[src/rtl/vpu_pkg.sv]
package vpu_pkg;
  typedef enum logic {
    VPU_PACK    = 1'b0,
    VPU_SCATTER = 1'b1
  } vpu_mode_e;
endpackage

[src/rtl/vpu_ctrl.sv]
module vpu_ctrl #(
  parameter int NUM_EL = 8
) (
  input  logic                      clk,
  input  logic                      rst,
  input  logic                      start,
  output logic                      load,
  output logic                      busy,
  output logic                      last,
  output logic [$clog2(NUM_EL)-1:0] idx,
  output logic                      done
);
  localparam int IDX_W = $clog2(NUM_EL);
  localparam logic [IDX_W-1:0] LAST_IDX = IDX_W'(NUM_EL - 1);

  logic             busy_q;
  logic             done_q;
  logic [IDX_W-1:0] idx_q;

  assign load = start && !busy_q;
  assign last = busy_q && (idx_q == LAST_IDX);

  always_ff @(posedge clk) begin
    if (rst) begin
      busy_q <= 1'b0;
      done_q <= 1'b0;
      idx_q  <= '0;
    end else begin
      done_q <= 1'b0;
      if (load) begin
        busy_q <= 1'b1;
        idx_q  <= '0;
      end else if (busy_q) begin
        if (last) begin
          busy_q <= 1'b0;
          done_q <= 1'b1;
        end else begin
          idx_q <= idx_q + 1'b1;
        end
      end
    end
  end

  assign busy = busy_q;
  assign idx  = idx_q;
  assign done = done_q;

  assert_done_pulse_R6: assert property (@(posedge clk) disable iff (rst)
    done |=> !done);
  assert_done_idle_R6: assert property (@(posedge clk) disable iff (rst)
    done |-> (!busy && $past(busy)));
  assert_load_busy_R7: assert property (@(posedge clk) disable iff (rst)
    load |=> (busy && idx == '0));
  assert_walk_R6: assert property (@(posedge clk) disable iff (rst)
    (busy && !last) |=> (busy && idx == $past(idx) + 1'b1));
endmodule

[src/rtl/vpu_route.sv]
module vpu_route
  import vpu_pkg::*;
#(
  parameter int ELEM_W = 16,
  parameter int NUM_EL = 8
) (
  input  logic                       clk,
  input  logic                       rst,
  input  logic                       load,
  input  logic                       step,
  input  logic [$clog2(NUM_EL)-1:0]  idx,
  input  logic [NUM_EL*ELEM_W-1:0]   in_data,
  input  logic [NUM_EL-1:0]          in_mask,
  input  logic                       in_mode,
  output vpu_mode_e                  mode_q,
  output logic [NUM_EL-1:0]          mask_q,
  output logic [NUM_EL-1:0]          wr_en,
  output logic [ELEM_W-1:0]          wr_val,
  output logic [$clog2(NUM_EL+1)-1:0] cnt_fin
);
  localparam int IDX_W = $clog2(NUM_EL);
  localparam int CNT_W = $clog2(NUM_EL + 1);

  logic [NUM_EL*ELEM_W-1:0] data_q;
  logic [CNT_W-1:0]         ptr_q;
  logic                     cur_bit;
  logic [IDX_W-1:0]         src_idx;
  logic [ELEM_W-1:0]        src_elem;

  always_ff @(posedge clk) begin
    if (rst) begin
      data_q <= '0;
      mask_q <= '0;
      mode_q <= VPU_PACK;
      ptr_q  <= '0;
    end else if (load) begin
      data_q <= in_data;
      mask_q <= in_mask;
      mode_q <= vpu_mode_e'(in_mode);
      ptr_q  <= '0;
    end else if (step) begin
      ptr_q <= cnt_fin;
    end
  end

  assign cur_bit  = mask_q[idx];
  assign cnt_fin  = ptr_q + CNT_W'(cur_bit);
  assign src_idx  = (mode_q == VPU_PACK) ? idx : ptr_q[IDX_W-1:0];
  assign src_elem = data_q[src_idx*ELEM_W +: ELEM_W];

  always_comb begin
    wr_val = src_elem;
    if (mode_q == VPU_SCATTER && !cur_bit) wr_val = '0;
  end

  for (genvar k = 0; k < NUM_EL; k++) begin : g_sel
    always_comb begin
      if (!step)                  wr_en[k] = 1'b0;
      else if (mode_q == VPU_PACK) wr_en[k] = cur_bit && (ptr_q == CNT_W'(k));
      else                         wr_en[k] = (idx == IDX_W'(k));
    end
  end

  assert_ptr_bound_R1: assert property (@(posedge clk) disable iff (rst)
    step |-> (ptr_q <= CNT_W'(idx)));
  assert_hold_mode_R5: assert property (@(posedge clk) disable iff (rst)
    step |=> $stable(mode_q));
  assert_hold_src_R7: assert property (@(posedge clk) disable iff (rst)
    step |=> ($stable(data_q) && $stable(mask_q)));
endmodule

[src/rtl/vpu_lane_bank.sv]
module vpu_lane_bank #(
  parameter int ELEM_W = 16,
  parameter int NUM_EL = 8
) (
  input  logic                     clk,
  input  logic                     rst,
  input  logic                     load,
  input  logic [NUM_EL-1:0]        wr_en,
  input  logic [ELEM_W-1:0]        wr_val,
  output logic [NUM_EL*ELEM_W-1:0] lanes
);
  for (genvar k = 0; k < NUM_EL; k++) begin : g_lane
    logic [ELEM_W-1:0] slot_q;
    always_ff @(posedge clk) begin
      if (rst || load)   slot_q <= '0;
      else if (wr_en[k]) slot_q <= wr_val;
    end
    assign lanes[k*ELEM_W +: ELEM_W] = slot_q;
  end

  assert_one_write_R1: assert property (@(posedge clk) disable iff (rst)
    $onehot0(wr_en));
  assert_no_write_on_load_R7: assert property (@(posedge clk) disable iff (rst)
    load |-> (wr_en == '0));
endmodule

[src/rtl/vpu_mask_gen.sv]
module vpu_mask_gen
  import vpu_pkg::*;
#(
  parameter int NUM_EL = 8
) (
  input  logic                        clk,
  input  logic                        rst,
  input  logic                        load,
  input  logic                        finish,
  input  vpu_mode_e                   mode_q,
  input  logic [NUM_EL-1:0]           mask_q,
  input  logic [$clog2(NUM_EL+1)-1:0] cnt_fin,
  output logic [NUM_EL-1:0]           out_mask
);
  localparam int CNT_W = $clog2(NUM_EL + 1);

  logic [NUM_EL-1:0] prefix;

  for (genvar k = 0; k < NUM_EL; k++) begin : g_pre
    assign prefix[k] = (CNT_W'(k) < cnt_fin);
  end

  always_ff @(posedge clk) begin
    if (rst || load)  out_mask <= '0;
    else if (finish)  out_mask <= (mode_q == VPU_PACK) ? prefix : mask_q;
  end

  assert_cnt_range_R2: assert property (@(posedge clk) disable iff (rst)
    finish |-> (cnt_fin <= CNT_W'(NUM_EL)));
endmodule

[src/rtl/vec_pack_unit.sv]
module vec_pack_unit
  import vpu_pkg::*;
#(
  parameter int ELEM_W = 16,
  parameter int NUM_EL = 8
) (
  input  logic                     clk,
  input  logic                     rst,
  input  logic                     start,
  input  logic                     mode,
  input  logic [NUM_EL*ELEM_W-1:0] in_data,
  input  logic [NUM_EL-1:0]        in_mask,
  output logic                     busy,
  output logic                     done,
  output logic [NUM_EL*ELEM_W-1:0] out_data,
  output logic [NUM_EL-1:0]        out_mask
);
  localparam int IDX_W = $clog2(NUM_EL);
  localparam int CNT_W = $clog2(NUM_EL + 1);

  logic              load;
  logic              last;
  logic [IDX_W-1:0]  idx;
  vpu_mode_e         mode_q;
  logic [NUM_EL-1:0] mask_q;
  logic [NUM_EL-1:0] wr_en;
  logic [ELEM_W-1:0] wr_val;
  logic [CNT_W-1:0]  cnt_fin;

  vpu_ctrl #(.NUM_EL(NUM_EL)) u_ctrl (
    .clk(clk), .rst(rst), .start(start), .load(load), .busy(busy),
    .last(last), .idx(idx), .done(done)
  );

  vpu_route #(.ELEM_W(ELEM_W), .NUM_EL(NUM_EL)) u_route (
    .clk(clk), .rst(rst), .load(load), .step(busy), .idx(idx),
    .in_data(in_data), .in_mask(in_mask), .in_mode(mode),
    .mode_q(mode_q), .mask_q(mask_q), .wr_en(wr_en), .wr_val(wr_val),
    .cnt_fin(cnt_fin)
  );

  vpu_lane_bank #(.ELEM_W(ELEM_W), .NUM_EL(NUM_EL)) u_bank (
    .clk(clk), .rst(rst), .load(load), .wr_en(wr_en), .wr_val(wr_val),
    .lanes(out_data)
  );

  vpu_mask_gen #(.NUM_EL(NUM_EL)) u_mask (
    .clk(clk), .rst(rst), .load(load), .finish(last), .mode_q(mode_q),
    .mask_q(mask_q), .cnt_fin(cnt_fin), .out_mask(out_mask)
  );

  assert_pack_prefix_R2: assert property (@(posedge clk) disable iff (rst)
    (done && mode_q == VPU_PACK) |-> ((NUM_EL'(out_mask + 1'b1) & out_mask) == '0));
  assert_pack_count_R2: assert property (@(posedge clk) disable iff (rst)
    (done && mode_q == VPU_PACK) |-> ($countones(out_mask) == $countones(mask_q)));
  assert_scatter_mask_R4: assert property (@(posedge clk) disable iff (rst)
    (done && mode_q == VPU_SCATTER) |-> (out_mask == mask_q));

  for (genvar k = 0; k < NUM_EL; k++) begin : g_chk
    assert_scatter_zero_R4: assert property (@(posedge clk) disable iff (rst)
      (done && mode_q == VPU_SCATTER && !out_mask[k]) |->
        (out_data[k*ELEM_W +: ELEM_W] == '0));
  end
endmodule

[config.mk]
export PLATFORM = sky130hd
export DESIGN_NAME = vec_pack_unit
export DESIGN_NICKNAME = d
export VERILOG_FILES = /design/src/rtl/vpu_pkg.sv /design/src/rtl/vpu_ctrl.sv /design/src/rtl/vpu_route.sv /design/src/rtl/vpu_lane_bank.sv /design/src/rtl/vpu_mask_gen.sv /design/src/rtl/vec_pack_unit.sv
export SDC_FILE = /design/constraint.sdc
export NUM_CORES = 1
export LEC_CHECK = 0
export ABC_AREA = 1
export CORE_UTILIZATION = 57
export CTS_CLUSTER_DIAMETER = 120
export DETAILED_ROUTE_END_ITERATION = 8
export DONT_BUFFER_PORTS = 1
export PLACE_DENSITY_LB_ADDON = 0.12
export SLEW_MARGIN = 5
export SYNTH_ARGS = -nofsm -noshare
export SYNTH_HDL_FRONTEND = slang
export SYNTH_SLANG_ARGS = --single-unit
[constraint.sdc]
create_clock -name clk -period 1.9 [get_ports clk]
set_input_delay 0.38 -clock clk [delete_from_list [all_inputs] [get_ports clk]]
set_output_delay 0.38 -clock clk [all_outputs]
set_load 0.005 [all_outputs]
### After elaboration in Yosys (flattened, before gate mapping)

Cells that the tools add are included.

| word-level totals | value |
|---|---|
| input bits | 140 |
| word-level logic and storage cells | 88 |
| memory bits (writable) | 0 |
| flip-flop bits (word level) | 282 |
| bits in read-only memories | 0 |
| memories | 0 |
| output and inout bits | 138 |
| bits in latches | 0 |

| operators by class | value |
|---|---|
| reduce and logical (&&, ||, !) cells | 19 |
| mux-type cells | 25 |
| bitwise logic cells | 2 |
| order comparisons | 9 |
| $add $sub $neg | 2 |
| eq/ne operators | 14 |
| $mul | 0 |
| divide/modulo/power cells | 0 |
| shifts and indexed selects | 1 |

Operators by type and width:

| operator | count |
|---|---|
| $shiftx A128 B8 Y16 | 1 |
| $mux W1 | 21 |
| $eq A4 B3 Y1 const B | 4 |
| $lt A3 B4 Y1 const A | 4 |
| $mux W16 | 1 |
| $eq A3 B3 Y1 const B | 4 |
| $logic_and A1 B1 Y1 | 11 |
| $eq A4 B2 Y1 const B | 2 |
| $lt A1 B4 Y1 const A | 2 |
| $lt A2 B4 Y1 const A | 2 |
| $mux W8 | 1 |
| $eq A3 B2 Y1 const B | 2 |
| $add A4 B1 Y4 | 1 |
| $eq A4 B1 Y1 const B | 1 |
| $logic_not A4 Y1 | 1 |
| $lt A3 B4 Y1 const B | 1 |
| $add A3 B1 Y3 const B | 1 |
| $bmux W1 S3 | 1 |
| $eq A3 B1 Y1 const B | 1 |
| $logic_not A3 Y1 | 1 |
| $mux W3 | 1 |
| $reduce_or A3 Y1 | 1 |
| $logic_not A1 Y1 | 2 |
| $not A1 Y1 | 2 |
| 3 further kinds | 3 |

### Depth between registers and ports, before layout

Gate-level depths: netlist of the first run.

| logic depth | value |
|---|---|
| depth after elaboration | 5 |
| depth in mapped cells | 15 |
| depth with buffers taken out | 15 |

### By module

A second synthesis of the first run with hierarchy kept.

| unflattened totals | value |
|---|---|
| cells, all modules | 1774 |
| area, all modules | 12106.6 um^2 |

Modules (own cells, without submodules):

| module | sequential area each (um^2) | area an instance (um^2) | cells an instance | instances |
|---|---|---|---|---|
| vpu_route | 2822.7 | 6698.9 | 991 | 1 |
| vpu_lane_bank | 2562.5 | 4758.3 | 695 | 1 |
| vpu_mask_gen | 160.2 | 421.7 | 59 | 1 |
| vpu_ctrl | 100.1 | 227.7 | 29 | 1 |

### Worst setup path before layout of the first run

OpenSTA, ideal clock, no wires.

| timing | value |
|---|---|
| kind | reg-to-reg |
| start | reg u_ctrl.idx_q[0], in the netlist u_ctrl.idx[0] |
| end | reg u_mask.out_mask[4] |
| arrival | 1928 ps |
| required time | 1775 ps |
| setup time | 125 ps |
| clock period less this slack | 2053 ps |
| stages on the path, launching flop included | 14 |
| buffers on the path | 0 |
| slack | -153 ps |
| cell sequence | dfxtp_1 -> nand2_1 -> nand3_1 -> nand3_4 -> nand2_4 -> inv_1 -> ha_1 -> ha_1 -> xnor2_1 -> nand2_1 -> nand2_1 -> inv_1 -> o31ai_1 -> a21oi_1 |

| between the ends | value |
|---|---|
| cells in the longest elaborated chain, start to end | 5 |
| elaborated cells on any way between the ends | 7 |

RTL lines:

| item | line | text |
|---|---|---|
| from (decl) | vpu_ctrl.sv:18 | `logic [IDX_W-1:0] idx_q;` |
| from (signal assigned) | vpu_ctrl.sv:38 | `idx_q <= idx_q + 1'b1;` |
| $bmux W1 S3 | vpu_route.sv:46 | `assign cur_bit = mask_q[idx];` |
| $mux W1 (implied by the code) | vpu_route.sv:46 |  |
| $add A4 B1 Y4 | vpu_route.sv:47 | `assign cnt_fin = ptr_q + CNT_W'(cur_bit);` |
| $lt A3 B4 Y1 | vpu_mask_gen.sv:20 | `assign prefix[k] = (CNT_W'(k) < cnt_fin);` |
| $mux W8 | vpu_mask_gen.sv:25 | `else if (finish) out_mask <= (mode_q == VPU_PACK) ? prefix : mask_q;` |
| to (signal assigned) | vpu_mask_gen.sv:25 |  |
| to (decl) | vpu_mask_gen.sv:13 | `output logic [NUM_EL-1:0] out_mask` |

Several ways; a longest one is shown, not always the timed one. The select of a mux whose other input is x is not followed.
A chain may end at the register's enable or synchronous reset.

### Worst setup path after layout of the first run

Same ends and word-level chain as after synthesis.

==> summary.md, run 1 <==
| Metric | Value |
|---|---|
| Reg power frac | `0.426` |
| CTS clk-pin slew, worst paths | `60 ps` |
| Post-synth top cells | `nand2_1 (433), nor2_1 (286), dfxtp_1 (282)` |
| Largest net degree at the start of global routing | `102` |
| WL final | `about 35000 µm` |
| Gr ovfl total | `0` |
| Pwr Total | `approximately 0.015 W` |
| Largest family of logic cells by synthesized area | `simple AND/OR/NAND/NOR gates` |
| Outcome | `completed` |
| DRT Pass-1 Iters | `6` |
| Comb pwr share | `0.165` |
| FILL cells | `1854` |
| CORE AREA | `21300 µm²` |
| Worst-Skew Late Latency | `560 ps` |
| Critical path endpoint category | `flip-flop` |
| Syn_nets | `2000` |
| Cell area after synthesis | `12500 µm²` |
| Root Buffer | `clkbuf_16` |
| HPWL Detailed | `24000 µm` |
| Tcrit/Tclk final | `0.983` |
| Fin nets | `2000` |
| Worst min-delay path class | `primary input to flip-flop` |
| Avg WL per Cell | `roughly 16 µm` |
| Complex-gate fraction of the synthesized area | `0.131` |
| Die Area | `22600 µm²` |
| Die Ht | `roughly 150 µm` |
| Crit Path Class | `flip-flop to flip-flop` |
| Clock power frac | `0.408` |
| Initial antenna violation count | `0` |
| GRT Overall Usage | `0.293` |
| Synth Area in Adders | `0.00798` |
| Top FF cell, synth | `dfxtp_1` |
| Net Sw Frac | `0.280` |
| Cell count after synthesis | `approximately 1900` |
| Register bit total from synthesis | `282` |
| Crit path required time | `about 2300 ps` |
| Crit path time final | `1870 ps` |
| Starting Density | `0.589` |
| Io pins | `between 200 and 300` |
| Pwr Density | `1030 nW/µm²` |
| Share of flip-flops with an asynchronous set or reset | `0` |
| HP Start | `in_data[13]` |
| Chip Width | `150 µm` |
| Detailed Route Iter0 Violations | `917` |
| FF-to-FF Start | `u_ctrl.idx[0]` |
| Final Cell Area | `14500 µm²` |
| Diodes inserted | `0` |
| Reg2reg end | `u_mask.out_mask[4]` |
| Final worst slack | `32.0 ps` |
| Max-slew headroom | `0.688` |
| Max Root-Sink Buffers | `3` |
| Synth-to-layout area growth | `15.9%` |
| Library cells used by synthesis | `27` |
| Max-Cap Viols | `0` |
| CTS Buf Count | `29` |
| Hold Path Depth | `2` |
| Worst-Margin Slew | `468 ps` |
| Hold EP | `u_route.data_q[13]` |
| Post-synthesis mux area share | `0` |
| Antenna-violating nets left | `0` |
| Post-Synth XOR/XNOR Area | `0.00140` |
| Clock sinks | `282` |
| Syn avg cell area | `6.77 µm²` |
| GPL Wtd Cong | `~0.9` |
| H-tree depth | `1` |
| Reg2Reg Depth | `14` |
| Layout cell share with drive strength beyond 1 | `0.111` |
| Cell taking the most area after synthesis | `dfxtp_1` |
| Crit Path Max Fanout | `7` |
| Max-slew violation count | `0` |
| DR vias | `~11000` |
| Placed instance area | `between 10000 and 15000 µm²` |
| Final Util | `0.682` |
| Rows | `53` |
| Number of flops mapped to enable cells by yosys | `0` |
| Layout Skew | `19.5 ps` |
| Vias in the first global route | `9827` |
| Seq/Total Area, Yosys | `0.450` |
| CTS tree | `built` |
| CP startpoint kind | `flip-flop` |
| P_int | `between 0.01 and 0.015 W` |
| Worst R2R Setup Slack | `around 32 ps` |
| Setup Viol. Count Final | `0` |
| Fmax achieved | `535 MHz` |
| Setup slack after placement | `-69.6 ps` |
| Port Buffers | `0` |
| DRC Markers | `0` |
| Max VDD drop | `635 µV` |
| First-pass GRT wire length | `51500 µm` |
| Top-count cell post-synth | `nand2_1` |
| Synth area leaders | `dfxtp_1 (45%), nand2_1 (13%), nor2_1 (8.6%), inv_1 (7.5%), a21oi_1 (6.3%)` |
| Vias per cell | `5.19` |
| RSZ-0062 raised after global routing | `yes` |
| Worst path arrival time | `2300 ps` |
| Sw power | `0.00420 W` |
| Post-synthesis simple-gate area fraction | `0.285` |
| Final Hold Fails | `0` |
| Yosys warnings | `0` |
| Top cell type's share of synthesized area | `0.450` |
| Leak | `~6.8 nW` |
[state kept, by name, indices dropped and copies added (netlist names)]
| signal | count |
|---|---|
| u_route.data_q | 128 |
| u_route.ptr_q | 4 |
| u_mask.out_mask | 8 |
| u_ctrl.busy | 1 |
| u_route.mask_q | 8 |
| u_route.mode_q | 1 |
| u_ctrl.done | 1 |
| u_bank.g_lane.slot_q | 128 |
| u_ctrl.idx | 3 |
[cells by family after synthesis]
group / after synthesis
AND/OR/NAND/NOR: 864
buffers and inverters: 377
AO/OA/AOI/OAI: 319
flip-flops: 282
adder cells (fa/ha/maj): 8
XOR/XNOR: 2
[power groups by stage]
stage               clock, W  combinational [W]  sequential (W)
floorplan                  0            0.00153         0.00647
global placement           0            0.00226         0.00651
detailed placement         0            0.00229         0.00652
CTS                  0.00619            0.00232         0.00639
global route         0.00647            0.00272         0.00643
finish               0.00613            0.00248         0.00640
[worst max-delay path by stage]
stage | start | endpoint | cells past startpoint
global placement | u_route.mode_q | u_bank.g_lane[3].slot_q[14] | 10
CTS | u_ctrl.idx[0] | u_mask.out_mask[4] | 14
global route | u_ctrl.idx[0] | u_mask.out_mask[4] | 14
finish | u_ctrl.idx[0] | u_mask.out_mask[4] | 14
detailed placement | u_ctrl.idx[0] | u_mask.out_mask[4] | 14
floorplan | u_ctrl.idx[0] | u_mask.out_mask[4] | 14
[critical path, cell delays in order (launching register included)]
cell     delay [ps]
dfxtp_4         370
nor2_4          130
nor2_4           50
nand2_2          80
nand3_4          70
nand2_4          70
inv_2            40
ha_4            170
ha_4            170
xnor2_4         220
nand2_2          90
nand2_2          80
inv_2            40
o31ai_1          60
a21oi_1         100
[cells in the final DEF, fill, tap and decap left out, types with 6 or more instances in the layout]
cell type / n
nand2_1: 428
nor2_1: 283
dfxtp_1: 275
inv_1: 248
a21oi_1: 158
o21ai_0: 152
nand3_1: 98
buf_4: 42
clkbuf_16: 33
nand3_2: 21
buf_12: 21
inv_2: 12
nand2_2: 9
inv_4: 9
nor3_1: 8
clkbuf_8: 7
nor2_4: 6
ha_1: 6
[per-layer routing]
| layer | vias up | routed length [µm] | part of all wire | global-route usage |
|---|---|---|---|---|
| met5 | - | 0 | 0 | 0 |
| met4 | 0 | 1150 | 0.033 | 0.122 |
| met3 | 70 | 2810 | 0.081 | 0.0618 |
| met2 | 395 | 16500 | 0.47 | 0.491 |
| met1 | 4978 | 14300 | 0.41 | 0.365 |
| li1 | 5699 | - | - | - |
[per-stage QoR]
| step | hold WS (ps) | instances | TNS, ps |
|---|---|---|---|
| after floorplan | 430 | 1852 | 0 |
| after global placement | 439 | 2086 | -58.7 |
| after detailed placement | 444 | 2086 | -492 |
| after CTS | 8.19 | 2141 | -28.6 |
| after global routing | 18.9 | 2147 | -329 |
| final | 19.3 | 2147 | 0 |
[area by class of cell]
| type | count | area (µm²) | area share |
|---|---|---|---|
| timing repair buffer | 73 | 900 | 0.0619 |
| multi-input combinational | 1193 | 5520 | 0.380 |
| sequential | 282 | 5660 | 0.390 |
| tap | 275 | 344 | 0.0237 |
| inverter | 273 | 1070 | 0.0734 |
| clock buffer | 41 | 841 | 0.0579 |
| clock inverter | 10 | 196 | 0.0135 |
[repair_timing]
action | in CTS | in global routing
cloned | 0 | 5
setup buffers | 1 | 1
setup endpoints to repair | 50 | 115
pin swaps | 3 | 11
hold buffers | 3 | 0
gates resized for setup | 2 | 53
hold endpoints to repair | 3 | 0
Note: power is estimated with default switching activity, not from simulation.
==> run 2: changes to the inputs <==
--- a/config.mk
+++ b/config.mk
@@ -6,11 +6,12 @@
 export NUM_CORES = 1
 export LEC_CHECK = 0
 export ABC_AREA = 1
-export CORE_UTILIZATION = 57
+export CORE_UTILIZATION = 45
 export CTS_CLUSTER_DIAMETER = 120
 export DETAILED_ROUTE_END_ITERATION = 8
 export DONT_BUFFER_PORTS = 1
 export PLACE_DENSITY_LB_ADDON = 0.12
+export REMOVE_ABC_BUFFERS = 1
 export SLEW_MARGIN = 5
 export SYNTH_ARGS = -nofsm -noshare
 export SYNTH_HDL_FRONTEND = slang
==> run 2 against run 1 <==
Net effect: clock skew down 6.6 ps; critical path depth unchanged; worst setup slack gained 27 ps; clock power decreased by 4.6%.
==> summary.md, run 2 (synthesis results as in run 1) <==
| Metric | Value |
|---|---|
| Worst min-delay path class | `primary input to flip-flop` |
| Commonest non-fill, non-tap cells in the layout | `nand2_1 (423), nor2_1 (279), dfxtp_1 (275), inv_1 (248), a21oi_1 (154)` |
| Detailed Route Iter0 Violations | `613 (-33%)` |
| FF-to-FF Start | `u_ctrl.idx[0]` |
| Leak | `6.93 nW (+2.4%)` |
| Layout Skew | `12.9 ps (-6.62 ps)` |
| Clock sinks | `282 (unchanged)` |
| Gr ovfl total | `0 (unchanged)` |
| Fin nets | `2030 (+1.5%)` |
| Post-Layout Cell Count | `2277 (+6.1%)` |
| GPL Wtd Cong | `0.841 (-6.3%)` |
| Antenna-violating nets left | `0 (unchanged)` |
| Reg2reg end | `u_mask.out_mask[2]` |
| Vias in the first global route | `9747 (-0.81%)` |
| CP Depth | `14 (unchanged)` |
| Tcrit/Tclk final | `0.969 (-0.0140)` |
| Chip Width | `169 µm (+12%)` |
| WL final | `35200 µm (+1.1%)` |
| Pwr Density | `981 nW/µm² (-5.1%)` |
| Die Ht | `169 µm (+12%)` |
| Clock power frac | `0.397 (-0.011)` |
| Root Buffer | `clkbuf_16` |
| Sw power | `0.00409 W (-2.6%)` |
| Outcome | `completed` |
| Worst-Margin Slew | `443 ps (-24.6 ps)` |
| Max-Cap Viols | `0 (unchanged)` |
| CTS clk-pin slew, worst paths | `60 ps (about the same)` |
| RSZ-0062 raised after global routing | `yes` |
| Reg power frac | `0.435 (+0.009)` |
| Vias per cell | `4.88 (-6.0%)` |
| Crit-path cells | `inv_4 -> nand2_2 -> nand3_2 -> nand3_4 -> nand2_4 -> inv_4 -> ha_4 -> nand3_4 -> xor2_2 -> inv_1 -> nand2_2 -> nand2_2 -> buf_4 -> a21oi_2` |
| Critical path endpoint category | `flip-flop` |
| Synth-to-layout area growth | `19.7%` |
| Crit Path Class | `flip-flop to flip-flop` |
| Hold EP | `u_route.data_q[109]` |
| CP startpoint kind | `flip-flop` |
| Worst Path Buf+Inv | `4 (+2)` |
| HP Start | `in_data[109]` |
| Max VDD drop | `728 µV (+15%)` |
| Inst Count DP | `2199 (+5.4%)` |
| Crit path required time | `2380 ps (+50 ps)` |
| Biggest registers after layout | `u_bank.g_lane.slot_q x128, u_route.data_q x128` |
| Final Hold Fails | `0 (unchanged)` |
| Setup Viol. Count Final | `0 (unchanged)` |
| Crit path time final | `1840 ps (-26.6 ps)` |
| Starting Density | `0.461 (-0.128)` |
| Avg WL per Cell | `15.4 µm (-4.7%)` |
| Placed instance area | `13400 µm² (+2.1%)` |
| Final Cell Area | `15000 µm² (+3.3%)` |
| First-pass GRT wire length | `53000 µm (+3.0%)` |
| CTS Buf Count | `30 (+3.4%)` |
| Port Buffers | `0 (unchanged)` |
| Setup slack after placement | `-262 ps (-193 ps)` |
| HPWL Detailed | `23900 µm (-0.72%)` |
| Initial antenna violation count | `1 (+1)` |
| Worst path arrival time | `2320 ps (+20 ps)` |
| DRC Markers | `0 (unchanged)` |
| Max Root-Sink Buffers | `3 (unchanged)` |
| Io pins | `278 (unchanged)` |
| CORE AREA | `27200 µm² (+28%)` |
| Rows | `60 (+13%)` |
| P_int | `0.0106 W (-1.7%)` |
| Final worst slack | `58.6 ps (+26.6 ps)` |
| Worst R2R Setup Slack | `60 ps (+30 ps)` |
| Comb pwr share | `0.168 (+0.003)` |
| Worst-Skew Late Latency | `550 ps (about the same)` |
| Reg2Reg Depth | `14 (unchanged)` |
| Fmax achieved | `543 MHz (+1.4%)` |
| Layout cell share with drive strength beyond 1 | `0.128 (+0.0170)` |
| Largest net degree at the start of global routing | `132 (+29%)` |
| CP max stage cell | `dfxtp_4` |
| Min Hold Slack | `26.8 ps (+7.54 ps)` |
| CTS tree | `built` |
| Die Area | `28500 µm² (+26%)` |
| H-tree depth | `1 (unchanged)` |
| Hold Path Depth | `2 (unchanged)` |
| GRT Overall Usage | `0.234 (-0.0594)` |
| Net Sw Frac | `0.278 (-0.00194)` |
| Critical path's top delay family | `simple AND/OR/NAND/NOR gates` |
| Final Util | `0.552 (-0.130)` |
| Max-slew violation count | `0 (unchanged)` |
| Most common cell after layout, fill and taps aside | `nand2_1` |
| Crit Path Max Fanout | `8 (+1)` |
| Critical path's largest stage delay | `410 ps (+40 ps)` |
| Max-slew headroom | `0.704 (+0.0164)` |
| DRT Pass-1 Iters | `7 (+1)` |
| Critical path's most frequent cell | `nand2_2` |
| DR vias | `11100 (-0.35%)` |
run 2: layer usage:
layer / vias up / global-route usage / routed length [µm]
met3: 58 / 0.0519 / 2400
met2: 325 / 0.379 / 15700
met4: 0 / 0.0628 / 918
met5: - / 0 / 0
met1: 4967 / 0.314 / 16100
li1: 5753 / - / -
run 2: layout make-up:
cell class / count / area, µm²
multi-input combinational: 1194 / 5600
clock buffer: 50 / 947
tap: 372 / 465
clock inverter: 4 / 45.0
timing repair buffer: 101 / 1230
fill: 2715 / 12200
inverter: 273 / 1060
sequential: 282 / 5660
antenna: 1 / 2.50
run 2: timing repair:
| action | 4_1_cts | 5_1_grt |
|---|---|---|
| cloned | 1 | 4 |
| hold endpoints to repair | 7 | 0 |
| setup endpoints to repair | 114 | 133 |
| hold buffers | 6 | 0 |
| buffers inserted | 4 | 8 |
| pin swaps | 8 | 16 |
| resized for setup | 12 | 70 |
run 2: worst register-to-register path, delay by kind of cell (launching register included):
kind                       cells  cell delay, ps
adders and majority gates      1             150
DFF                            1             410
buffers and inverters          4             340
xor gates and xnor gates       1             230
AOI/OAI and AO/OA              1             110
and+or+nand+nor                7             540
run 2: stage by stage:
step / setup TNS (ps) / total power [W]
finish: 0 / 0.0147
global route: -623 / 0.0154
CTS: -2.60 / 0.0146
detailed placement: -7750 / 0.00876
global placement: -2150 / 0.00872
floorplan: -738570 / 0.00789
run 2: power groups by stage:
stage	clock network (W)	logic (W)	registers (W)
3_3_place_gp	0	0.00220	0.00651
6_report	0.00585	0.00247	0.00640
5_1_grt	0.00622	0.00276	0.00643
2_1_floorplan	0	0.00141	0.00649
3_5_place_dp	0	0.00223	0.00652
4_1_cts	0.00597	0.00229	0.00639
run 2: how the worst max path moves through the flow:
stage                              from                     endpoint  slack [ps]
final                     u_ctrl.idx[0]           u_mask.out_mask[2]          60
after floorplan             u_ctrl.busy             u_route.ptr_q[3]       -4320
after detailed placement  u_ctrl.idx[0]           u_mask.out_mask[4]        -260
after global placement    u_ctrl.idx[0]           u_mask.out_mask[4]        -160
after global routing      u_ctrl.idx[0]           u_mask.out_mask[4]        -100
after CTS                 u_ctrl.idx[1]  u_bank.g_lane[1].slot_q[14]          -3
==> run 3: changes to the inputs <==
--- a/config.mk
+++ b/config.mk
@@ -8,6 +8,7 @@
 export ABC_AREA = 1
 export CORE_UTILIZATION = 45
 export CTS_CLUSTER_DIAMETER = 120
+export CTS_CLUSTER_SIZE = 40
 export DETAILED_ROUTE_END_ITERATION = 8
 export DONT_BUFFER_PORTS = 1
 export PLACE_DENSITY_LB_ADDON = 0.12
==> run 3 against run 2 <==
Net effect: the flow now finishes with violations (setup timing); design area decreased by 2.1%; register-to-register slack got worse by 110 ps; critical path type unchanged; worst setup slack worse by 110 ps; non-clock buffer count down 2; core utilization down 1.1 points; critical path depth did not move; maximum frequency shrank 5.6%; clock power fell by 48%; wire length fell by 0.52%; combinational power is 7% higher.
==> summary.md, run 3 (synthesis results as in run 1) <==
| Metric | Value |
|---|---|
| Outcome | `complete, but fails checks` |
| Failing checks | `setup timing` |
| Worst-Skew Late Latency | `500 ps (-50 ps)` |
| Crit Path Max Fanout | `8 (unchanged)` |
| HPWL Detailed | `23900 µm (unchanged)` |
| GRT Overall Usage | `0.230 (-0.00441)` |
| Critical path endpoint category | `flip-flop` |
| Layout Skew | `42.3 ps (+29.4 ps)` |
| Tcrit/Tclk final | `1.03 (+0.0576)` |
| Max VDD drop | `694 µV (-4.7%)` |
| Worst-Margin Slew | `461 ps (+18.0 ps)` |
| FF-to-FF Start | `u_ctrl.idx[0]` |
| H-tree depth | `1 (unchanged)` |
| Worst min-delay path class | `primary input to flip-flop` |
| First-pass GRT wire length | `52000 µm (-1.9%)` |
| Fin nets | `2008 (-1.1%)` |
| Chip Width | `169 µm (unchanged)` |
| CP startpoint kind | `flip-flop` |
| DR vias | `11000 (-1.2%)` |
| Diodes inserted | `0 (-1)` |
| Setup slack after placement | `-262 ps (unchanged)` |
| Setup crit start | `u_ctrl.idx[0]` |
| Crit Path Class | `flip-flop to flip-flop` |
| Die Area | `28500 µm² (unchanged)` |
| Detailed Route Iter0 Violations | `607 (-0.98%)` |
| Root Buffer | `clkbuf_16` |
| CORE AREA | `27200 µm² (unchanged)` |
| Worst setup endpoint | `u_mask.out_mask[4]` |
| Reg2reg end | `u_mask.out_mask[4]` |
| Avg WL per Cell | `15.7 µm (+1.4%)` |
| CTS clk-pin slew, worst paths | `150 ps (+90 ps)` |
| Setup Viol. Count Final | `1 (+1)` |
| Crit path time final | `1950 ps (+109 ps)` |
| Synth-to-layout area growth | `17.2%` |
| Leak | `6.69 nW (-3.5%)` |
| Io pins | `278 (unchanged)` |
| Clock sinks | `282 (unchanged)` |
| Die Ht | `169 µm (unchanged)` |
| Vias in the first global route | `9425 (-3.3%)` |
| DRT Pass-1 Iters | `5 (-2)` |
| Largest net degree at the start of global routing | `132 (unchanged)` |
| Vias per cell | `4.91 (+0.76%)` |
| Fmax achieved | `513 MHz (-5.6%)` |
| Pwr Density | `822 nW/µm² (-16%)` |
| Final worst slack | `-50.9 ps (-109 ps)` |
| Max Root-Sink Buffers | `3 (unchanged)` |
| Final Util | `0.541 (-0.0114)` |
| DRC Markers | `0 (unchanged)` |
| Worst R2R Setup Slack | `-50 ps (-110 ps)` |
| Commonest non-fill, non-tap cells in the layout | `nand2_1 (420), dfxtp_1 (276), inv_1 (249), nor2_1 (248), a21oi_1 (154)` |
| CTS Buf Count | `11 (-63%)` |
| GPL Wtd Cong | `0.841 (unchanged)` |
| Final Hold Fails | `0 (unchanged)` |
| Reg2Reg Depth | `14 (unchanged)` |
| Crit path required time | `2290 ps (-90 ps)` |
| CTS tree | `built` |
| Max-Cap Viols | `0 (unchanged)` |
| Biggest registers after layout | `u_bank.g_lane.slot_q x128, u_route.data_q x128` |
| Port Buffers | `0 (unchanged)` |
| Antenna-violating nets left | `0 (unchanged)` |
| Max-slew violation count | `0 (unchanged)` |
| Max-slew headroom | `0.692 (-0.0120)` |
| Most common cell after layout, fill and taps aside | `nand2_1` |
| Pwr Total | `0.0121 W (-18%)` |
| RSZ-0062 raised after global routing | `yes` |
| Initial antenna violation count | `0 (-1)` |
| Rows | `60 (unchanged)` |
| WL final | `35000 µm (-0.52%)` |
| Starting Density | `0.461 (unchanged)` |
| Gr ovfl total | `0 (unchanged)` |
| Layout cell share with drive strength beyond 1 | `0.152 (+0.0244)` |
| Worst path arrival time | `2340 ps (+20 ps)` |
run 3: changes by cell type in the layout (fill, tap and decap cells not counted), moves of 8 or more:
cell,change
clkbuf_1,-8
clkbuf_16,-19
clkbuf_8,-10
nand3_1,-37
nand3_2,+33
nor2_1,-31
nor2_2,+24
run 3: timing repair:
action	CTS	global route
hold buffers	1	0
gates resized for setup	24	157
pin swaps	11	36
endpoints found under the hold margin	2	0
setup buffers	8	8
endpoints found under the setup margin	126	128
cloned	1	4
run 3: worst max-delay path: stages (launching register included):
cell and delay [ps]:
dfxtp_4 410, nor2_2 90, nor2_1 50, nand2_1 90
nand3_4 80, nand2_4 80, inv_4 30, ha_4 160
ha_4 170, xnor2_4 230, nand2_2 110, nand2_2 90
inv_2 60, o31ai_1 70, a21oi_1 100
run 3: power breakdown:
part / switching, W / total (W) / internal [W] / leakage (nW)
logic: 0.00170 / 0.00265 / 0.000953 / 4.22
clock network: 0.00192 / 0.00303 / 0.00112 / 0.154
registers: 0.000151 / 0.00639 / 0.00624 / 2.31
total: 0.00377 / 0.0121 / 0.00831 / 6.69
run 3: worst min-delay path by stage:
| stage | from | end | slack (ps) | depth (start not counted) |
|---|---|---|---|---|
| finish | in_data[93] | u_route.data_q[93] | 50 | 2 |
| CTS | in_data[13] | u_route.data_q[13] | 30 | 2 |
| detailed placement | u_route.data_q[78] | u_route.data_q[78] | 440 | 2 |
| global route | in_data[123] | u_route.data_q[123] | 40 | 2 |
| floorplan | u_route.data_q[0] | u_route.data_q[0] | 430 | 2 |
| global placement | u_route.data_q[89] | u_route.data_q[89] | 440 | 2 |
run 3: stage by stage:
stage	hold slack (ps)	cell area [µm²]	TNS, ps	instances
finish	47.4	14700	-50.9	2233
global placement	439	13400	-2150	2199
detailed placement	444	13400	-7750	2199
global route	40.5	14700	-1210	2233
CTS	29.8	13900	-64.7	2223
floorplan	432	12000	-738570	1748
run 3: layer usage:
layer	GRT usage	vias up	share of wire
li1	-	5685	-
met1	0.312	4976	0.46
met2	0.379	277	0.46
met3	0.0444	33	0.059
met4	0.0466	0	0.019
met5	0	-	0
run 3: cell type report:
class,instances,area [µm²]
multi-input cells,1193,5930
clock inverters,2,41.3
inverters,273,1080
fillers,2752,12500
flip-flops and latches,282,5660
clock buffers,12,279
well taps,372,465
repair buffers,99,1240
